`src/rtl/tlpg_pkg.sv`:
```
package tlpg_pkg;

    typedef enum logic [1:0] {
        SYM_ZERO = 2'b00,
        SYM_POS  = 2'b01,
        SYM_NEG  = 2'b11
    } tsym_t;

    localparam int MODE_W = 3;

    localparam logic [MODE_W-1:0] MODE_NORMAL = 3'd0;
    localparam logic [MODE_W-1:0] MODE_DROOP  = 3'd1;
    localparam logic [MODE_W-1:0] MODE_JIT_M  = 3'd2;
    localparam logic [MODE_W-1:0] MODE_JIT_S  = 3'd3;
    localparam logic [MODE_W-1:0] MODE_DIST   = 3'd4;
    localparam logic [MODE_W-1:0] MODE_PSD    = 3'd5;

    // two successive generator bits -> one ternary symbol
    function automatic tsym_t bits_to_sym(input logic b1, input logic b0);
        case ({b1, b0})
            2'b01:   return SYM_POS;
            2'b10:   return SYM_NEG;
            default: return SYM_ZERO;
        endcase
    endfunction

    function automatic logic mode_bad(input logic [MODE_W-1:0] m, input logic master);
        return (m > MODE_PSD) || ((m == MODE_JIT_S) && master);
    endfunction

endpackage

```
`src/rtl/tlpg_square.sv`:
```
module tlpg_square
    import tlpg_pkg::*;
#(
    parameter int HALF_LEN = 34
) (
    input  logic  clk,
    input  logic  rst,
    input  logic  en,
    input  logic  restart,
    output tsym_t sym_o
);
    localparam int PERIOD = 2 * HALF_LEN;
    localparam int CW     = $clog2(PERIOD);

    logic [CW-1:0] cnt_q;
    logic [CW-1:0] cnt_cur;

    assign cnt_cur = restart ? '0 : cnt_q;
    assign sym_o   = (cnt_cur < CW'(HALF_LEN)) ? SYM_POS : SYM_NEG;

    always_ff @(posedge clk) begin
        if (rst) begin
            cnt_q <= '0;
        end else if (en) begin
            cnt_q <= (cnt_cur == CW'(PERIOD - 1)) ? '0 : cnt_cur + 1'b1;
        end
    end
endmodule

```
`src/rtl/tlpg_alternate.sv`:
```
module tlpg_alternate
    import tlpg_pkg::*;
(
    input  logic  clk,
    input  logic  rst,
    input  logic  en,
    input  logic  restart,
    output tsym_t sym_o
);
    logic ph_q;
    logic ph_cur;

    assign ph_cur = restart ? 1'b0 : ph_q;
    assign sym_o  = ph_cur ? SYM_POS : SYM_NEG;

    always_ff @(posedge clk) begin
        if (rst) begin
            ph_q <= 1'b0;
        end else if (en) begin
            ph_q <= ~ph_cur;
        end
    end
endmodule

```
`src/rtl/tlpg_lfsr.sv`:
```
module tlpg_lfsr
    import tlpg_pkg::*;
#(
    parameter int           W    = 11,
    parameter int           TAP  = 9,
    parameter logic [W-1:0] SEED = '1
) (
    input  logic  clk,
    input  logic  rst,
    input  logic  en,
    input  logic  restart,
    output tsym_t sym_o
);
    logic [W-1:0] st_q;
    logic [W-1:0] cur;

    function automatic logic [W-1:0] step(input logic [W-1:0] v);
        return {v[W-2:0], v[W-1] ^ v[TAP-1]};
    endfunction

    assign cur   = restart ? SEED : st_q;
    assign sym_o = bits_to_sym(cur[W-1], cur[W-2]);

    always_ff @(posedge clk) begin
        if (rst) begin
            st_q <= SEED;
        end else if (en) begin
            st_q <= step(step(cur));
        end
    end
endmodule

```
`src/rtl/tri_level_pattern_gen.sv`:
```
module tri_level_pattern_gen
    import tlpg_pkg::*;
#(
    parameter int HALF_LEN = 34
) (
    input  logic       clk,
    input  logic       rst,
    input  logic       sym_en,
    input  logic [2:0] mode_sel,
    input  logic       role_is_master,
    output logic [1:0] tx_sym,
    output logic       tx_err
);
    logic [MODE_W-1:0] cur_mode_q;
    logic              cur_ok_q;
    logic              bad;
    logic              restart;
    tsym_t             sym_q;
    tsym_t             nxt;
    tsym_t             sq_sym, alt_sym, dist_sym, psd_sym;
    logic              en_sq, en_alt, en_dist, en_psd;

    assign bad     = mode_bad(mode_sel, role_is_master);
    assign restart = (mode_sel != cur_mode_q) || !cur_ok_q;
    assign en_sq   = sym_en && !bad && (mode_sel == MODE_DROOP);
    assign en_alt  = sym_en && !bad && ((mode_sel == MODE_JIT_M) || (mode_sel == MODE_JIT_S));
    assign en_dist = sym_en && !bad && (mode_sel == MODE_DIST);
    assign en_psd  = sym_en && !bad && (mode_sel == MODE_PSD);

    tlpg_square #(.HALF_LEN(HALF_LEN)) u_square (
        .clk(clk), .rst(rst), .en(en_sq), .restart(restart), .sym_o(sq_sym)
    );

    tlpg_alternate u_alt (
        .clk(clk), .rst(rst), .en(en_alt), .restart(restart), .sym_o(alt_sym)
    );

    tlpg_lfsr #(.W(11), .TAP(9), .SEED(11'h7FF)) u_dist (
        .clk(clk), .rst(rst), .en(en_dist), .restart(restart), .sym_o(dist_sym)
    );

    tlpg_lfsr #(.W(33), .TAP(20), .SEED(33'h1FFFFFFFF)) u_psd (
        .clk(clk), .rst(rst), .en(en_psd), .restart(restart), .sym_o(psd_sym)
    );

    always_comb begin
        case (mode_sel)
            MODE_DROOP:             nxt = sq_sym;
            MODE_JIT_M, MODE_JIT_S: nxt = alt_sym;
            MODE_DIST:              nxt = dist_sym;
            MODE_PSD:               nxt = psd_sym;
            default:                nxt = SYM_ZERO;
        endcase
        if (bad) nxt = SYM_ZERO;
    end

    always_ff @(posedge clk) begin
        if (rst) begin
            sym_q      <= SYM_ZERO;
            tx_err     <= 1'b0;
            cur_mode_q <= MODE_NORMAL;
            cur_ok_q   <= 1'b0;
        end else if (sym_en) begin
            sym_q      <= nxt;
            tx_err     <= bad;
            cur_mode_q <= mode_sel;
            cur_ok_q   <= !bad;
        end
    end

    assign tx_sym = sym_q;
endmodule

```
`config.mk`:
```
export PLATFORM = sky130hd
export DESIGN_NAME = tri_level_pattern_gen
export DESIGN_NICKNAME = d
export VERILOG_FILES = /design/src/rtl/tlpg_pkg.sv /design/src/rtl/tlpg_square.sv /design/src/rtl/tlpg_alternate.sv /design/src/rtl/tlpg_lfsr.sv /design/src/rtl/tri_level_pattern_gen.sv
export SDC_FILE = /design/constraint.sdc
export NUM_CORES = 1
export LEC_CHECK = 0
export ABC_AREA = 1
export BUFFER_PORTS_ARGS = -buffer_cell sky130_fd_sc_hd__buf_2
export CORE_ASPECT_RATIO = 0.9
export CORE_MARGIN = 2
export CORE_UTILIZATION = 60
export CTS_CLUSTER_SIZE = 10
export DETAILED_ROUTE_END_ITERATION = 12
export PLACE_DENSITY = 0.88
export RECOVER_POWER = 100
export SLEW_MARGIN = 15
export SYNTH_ARGS = -nofsm -noshare
export SYNTH_HDL_FRONTEND = slang
export SYNTH_SLANG_ARGS = --single-unit
```
`constraint.sdc`:
```
create_clock -name clk -period 2.05 [get_ports clk]
set_input_delay 0 -clock clk [delete_from_list [all_inputs] [get_ports clk]]
set_output_delay 0 -clock clk [all_outputs]
set_load 0.02 [all_outputs]
```
==> metrics.yaml <==
critical_path_class: "input port to register"
drc: 0
io_pins: 10
postRouteAntennaNets: 0
leakagePower_nw: 1.139
dp.cells: 400
drt_wl_total_mm: 5.564
cts_buffers: 9
final_common_cell: "nand2_1"
htree_levels: 3
ir_worst_vdd_v: 0.0006967
dp_slack_ns: 0.06685
stdcell_count: 421
cp.arrival_ns: 2.18
cap_violations: 0
via_per_inst: 5.584
ys_types: 29
grt_pass1_wl_mm: 9.349
grt_max_degree: 41
drt_pass1_iterations: 4
drt-wirelength-per-cell_um: 13.22
drive_above_1_share_pct: 13.94
synth_area_um2: 2618
insertedDiodeCount: 0
crit_fanout: 6
tns_ns: 0
hold_viol_final: 0
path_cells: "dlygate4sd3_1, buf_2, inv_2, nand2_1, nand2_1, nor2_4, nand2_4, clkinv_4, nand2_1, inv_1, ha_2, inv_1, nor2_1, nand3_1, nand2_1, inv_2, nand3_1, a21oi_2"
track_usage_pct: 24.68
slew_viol_final: 0
startpoint_type: "input port"
synthCells: 358
clock-sinks: 59
fmax_mhz: 506.6
synth_warnings: 0
core_um2: 4129
tritoncts: "built"
final_cell_mix: "nand2_1 (89), dfxtp_1 (57), a21oi_1 (50), o21ai_0 (39), inv_1 (20)"
tightestPinTransition_ns: 0.4413
critPathMostFrequentCell: "nand2_1"
rrSetupSlack_ns: 0.11
antenna_found_initial: 0
die-height_um: 66.66
syn_area_per_cell_um2: 7.311
ys_seq_area_share_pct: 45.12
setup_violations: 0
start_util_pct: 63.39
period_needed_ns: 1.974
fin_ws_ns: 0.07601
powerDensity_nw_per_um2: 829.6
fp.dieW_um: 73.62
skew_ns: 0.005862
ys_ff_latch: 59
worstSetupEndpointType: "register"
rows: 22
dpl.hpwl_mm: 3.377
min-delay-path-class: "input port to register"
fin_area_um2: 2925
clk_path_buf_depth: 2
syn_to_final_growth_pct: 11.76
dieArea_um2: 4908
drt_iter0_drc: 155
crit_buf_inv: 7
maxSlewHeadroom_pct: 70.53
gp_congestion: 0.9323
vias: 2351
grt_pass1_vias: 2192
portBuffers: 9
nNetsFinal: 379
grt_overflow: 0
place_area_um2: 2666
run_status: "finished, final reports clean"
clk_pin_slew_ns: 0.06
slowest_stage: "dlygate4sd3_1"
cp.required_ns: 2.26
syn_nets: 368
path_delay_family: "buffers and inverters"
critPathMaxStageDelay_ns: 0.52
clkLatencyLatePin_ns: 0.33
min_period_over_period_pct: 96.29
cts_root_buf: "clkbuf_8"
[synth_stat cells]
cell / n / share of area, %
clkinv_4: 1 / 0.33
nor3_1: 4 / 0.76
o211ai_1: 5 / 1.4
o21ai_1: 12 / 2.3
nand2_2: 3 / 0.72
buf_2: 6 / 1.1
nor2_8: 1 / 0.76
inv_1: 19 / 2.7
buf_6: 1 / 0.43
nor2_2: 1 / 0.24
inv_2: 7 / 1.0
nand3b_1: 1 / 0.29
nand4_1: 1 / 0.24
a21oi_2: 1 / 0.33
nor3_2: 1 / 0.38
a21oi_1: 50 / 9.6
clkbuf_1: 12 / 1.7
nor2_1: 20 / 2.9
nand3_1: 13 / 2.5
dfxtp_1: 59 / 45
nand2_4: 2 / 0.86
nand2_1: 89 / 13
o41ai_1: 1 / 0.33
nand3_2: 1 / 0.38
a22o_1: 1 / 0.33
o21ai_0: 39 / 7.5
o31ai_1: 1 / 0.29
ha_1: 3 / 1.4
nor2_4: 3 / 1.3
[area by class of cell]
type	instances	area, um2
Clock buffer	11	151.4
Clock inverter	4	50.05
Fill cell	341	1204
Inverter	27	106.4
Multi-Input combinational cell	253	1254
Sequential cell	59	1184
Tap cell	48	60.06
Timing Repair Buffer	19	120.1
[report_power, final]
group	internal [mW]	switching (mW)	leakage [nW]
Clock	0.618	0.444	0.0974
Combinational	0.0515	0.111	0.560
Sequential	1.18	0.0199	0.481
[worst min-delay path: stages]
cell and delay, ns:
buf_2 0.13, inv_2 0.11, a21oi_1 0.07
[registers in the layout (all words and copies together) (netlist names)]
register and flops:
u_psd.st_q 33, u_dist.st_q 11, u_square.cnt_q 7, cur_mode_q 3
tx_sym 2, cur_ok_q 1, tx_err 1, u_alt.ph_q 1
[cell families after synthesis]
family,synth area share [%]
compound gates,22.04
fa+ha+maj,1.434
simple gates,24.04
buf+inv,7.362
flops,45.12
[per-layer routing]
layer	wire length, um	track usage [%]
met1	2562	28.14
met2	2727	42.97
met3	234	9.228
met4	39	6.818
met5	0	0
[worst paths after layout]
| check | start | endpoint | cells past startpoint |
|---|---|---|---|
| hold reg to reg | u_psd.st_q[13] | u_psd.st_q[13] | 2 |
| setup / recovery | mode_sel[1] | u_square.cnt_q[6] | 18 |
| hold / removal | mode_sel[0] | cur_mode_q[0] | 3 |
| setup reg to reg | cur_mode_q[2] | u_square.cnt_q[6] | 16 |
[repair_timing]
| action | CTS | global route |
|---|---|---|
| endpoints found under the setup margin | 0 | 6 |
| setup buffers | 0 | 4 |
| hold buffers | 2 | 0 |
| hold endpoints to repair | 2 | 0 |
| resized for setup | 0 | 5 |
[stage by stage]
stage / hold WS (ns) / power [mW] / util, %
floorplan: 0.09027 / 1.338 / -
global placement: 0.2504 / 1.370 / 64.58
detailed placement: 0.2598 / 1.376 / 64.58
CTS: 0.009872 / 2.447 / 69.94
global route: 0.03690 / 2.522 / 70.85
finish: 0.02754 / 2.427 / 70.85
Power figures use the tool's default switching activity.
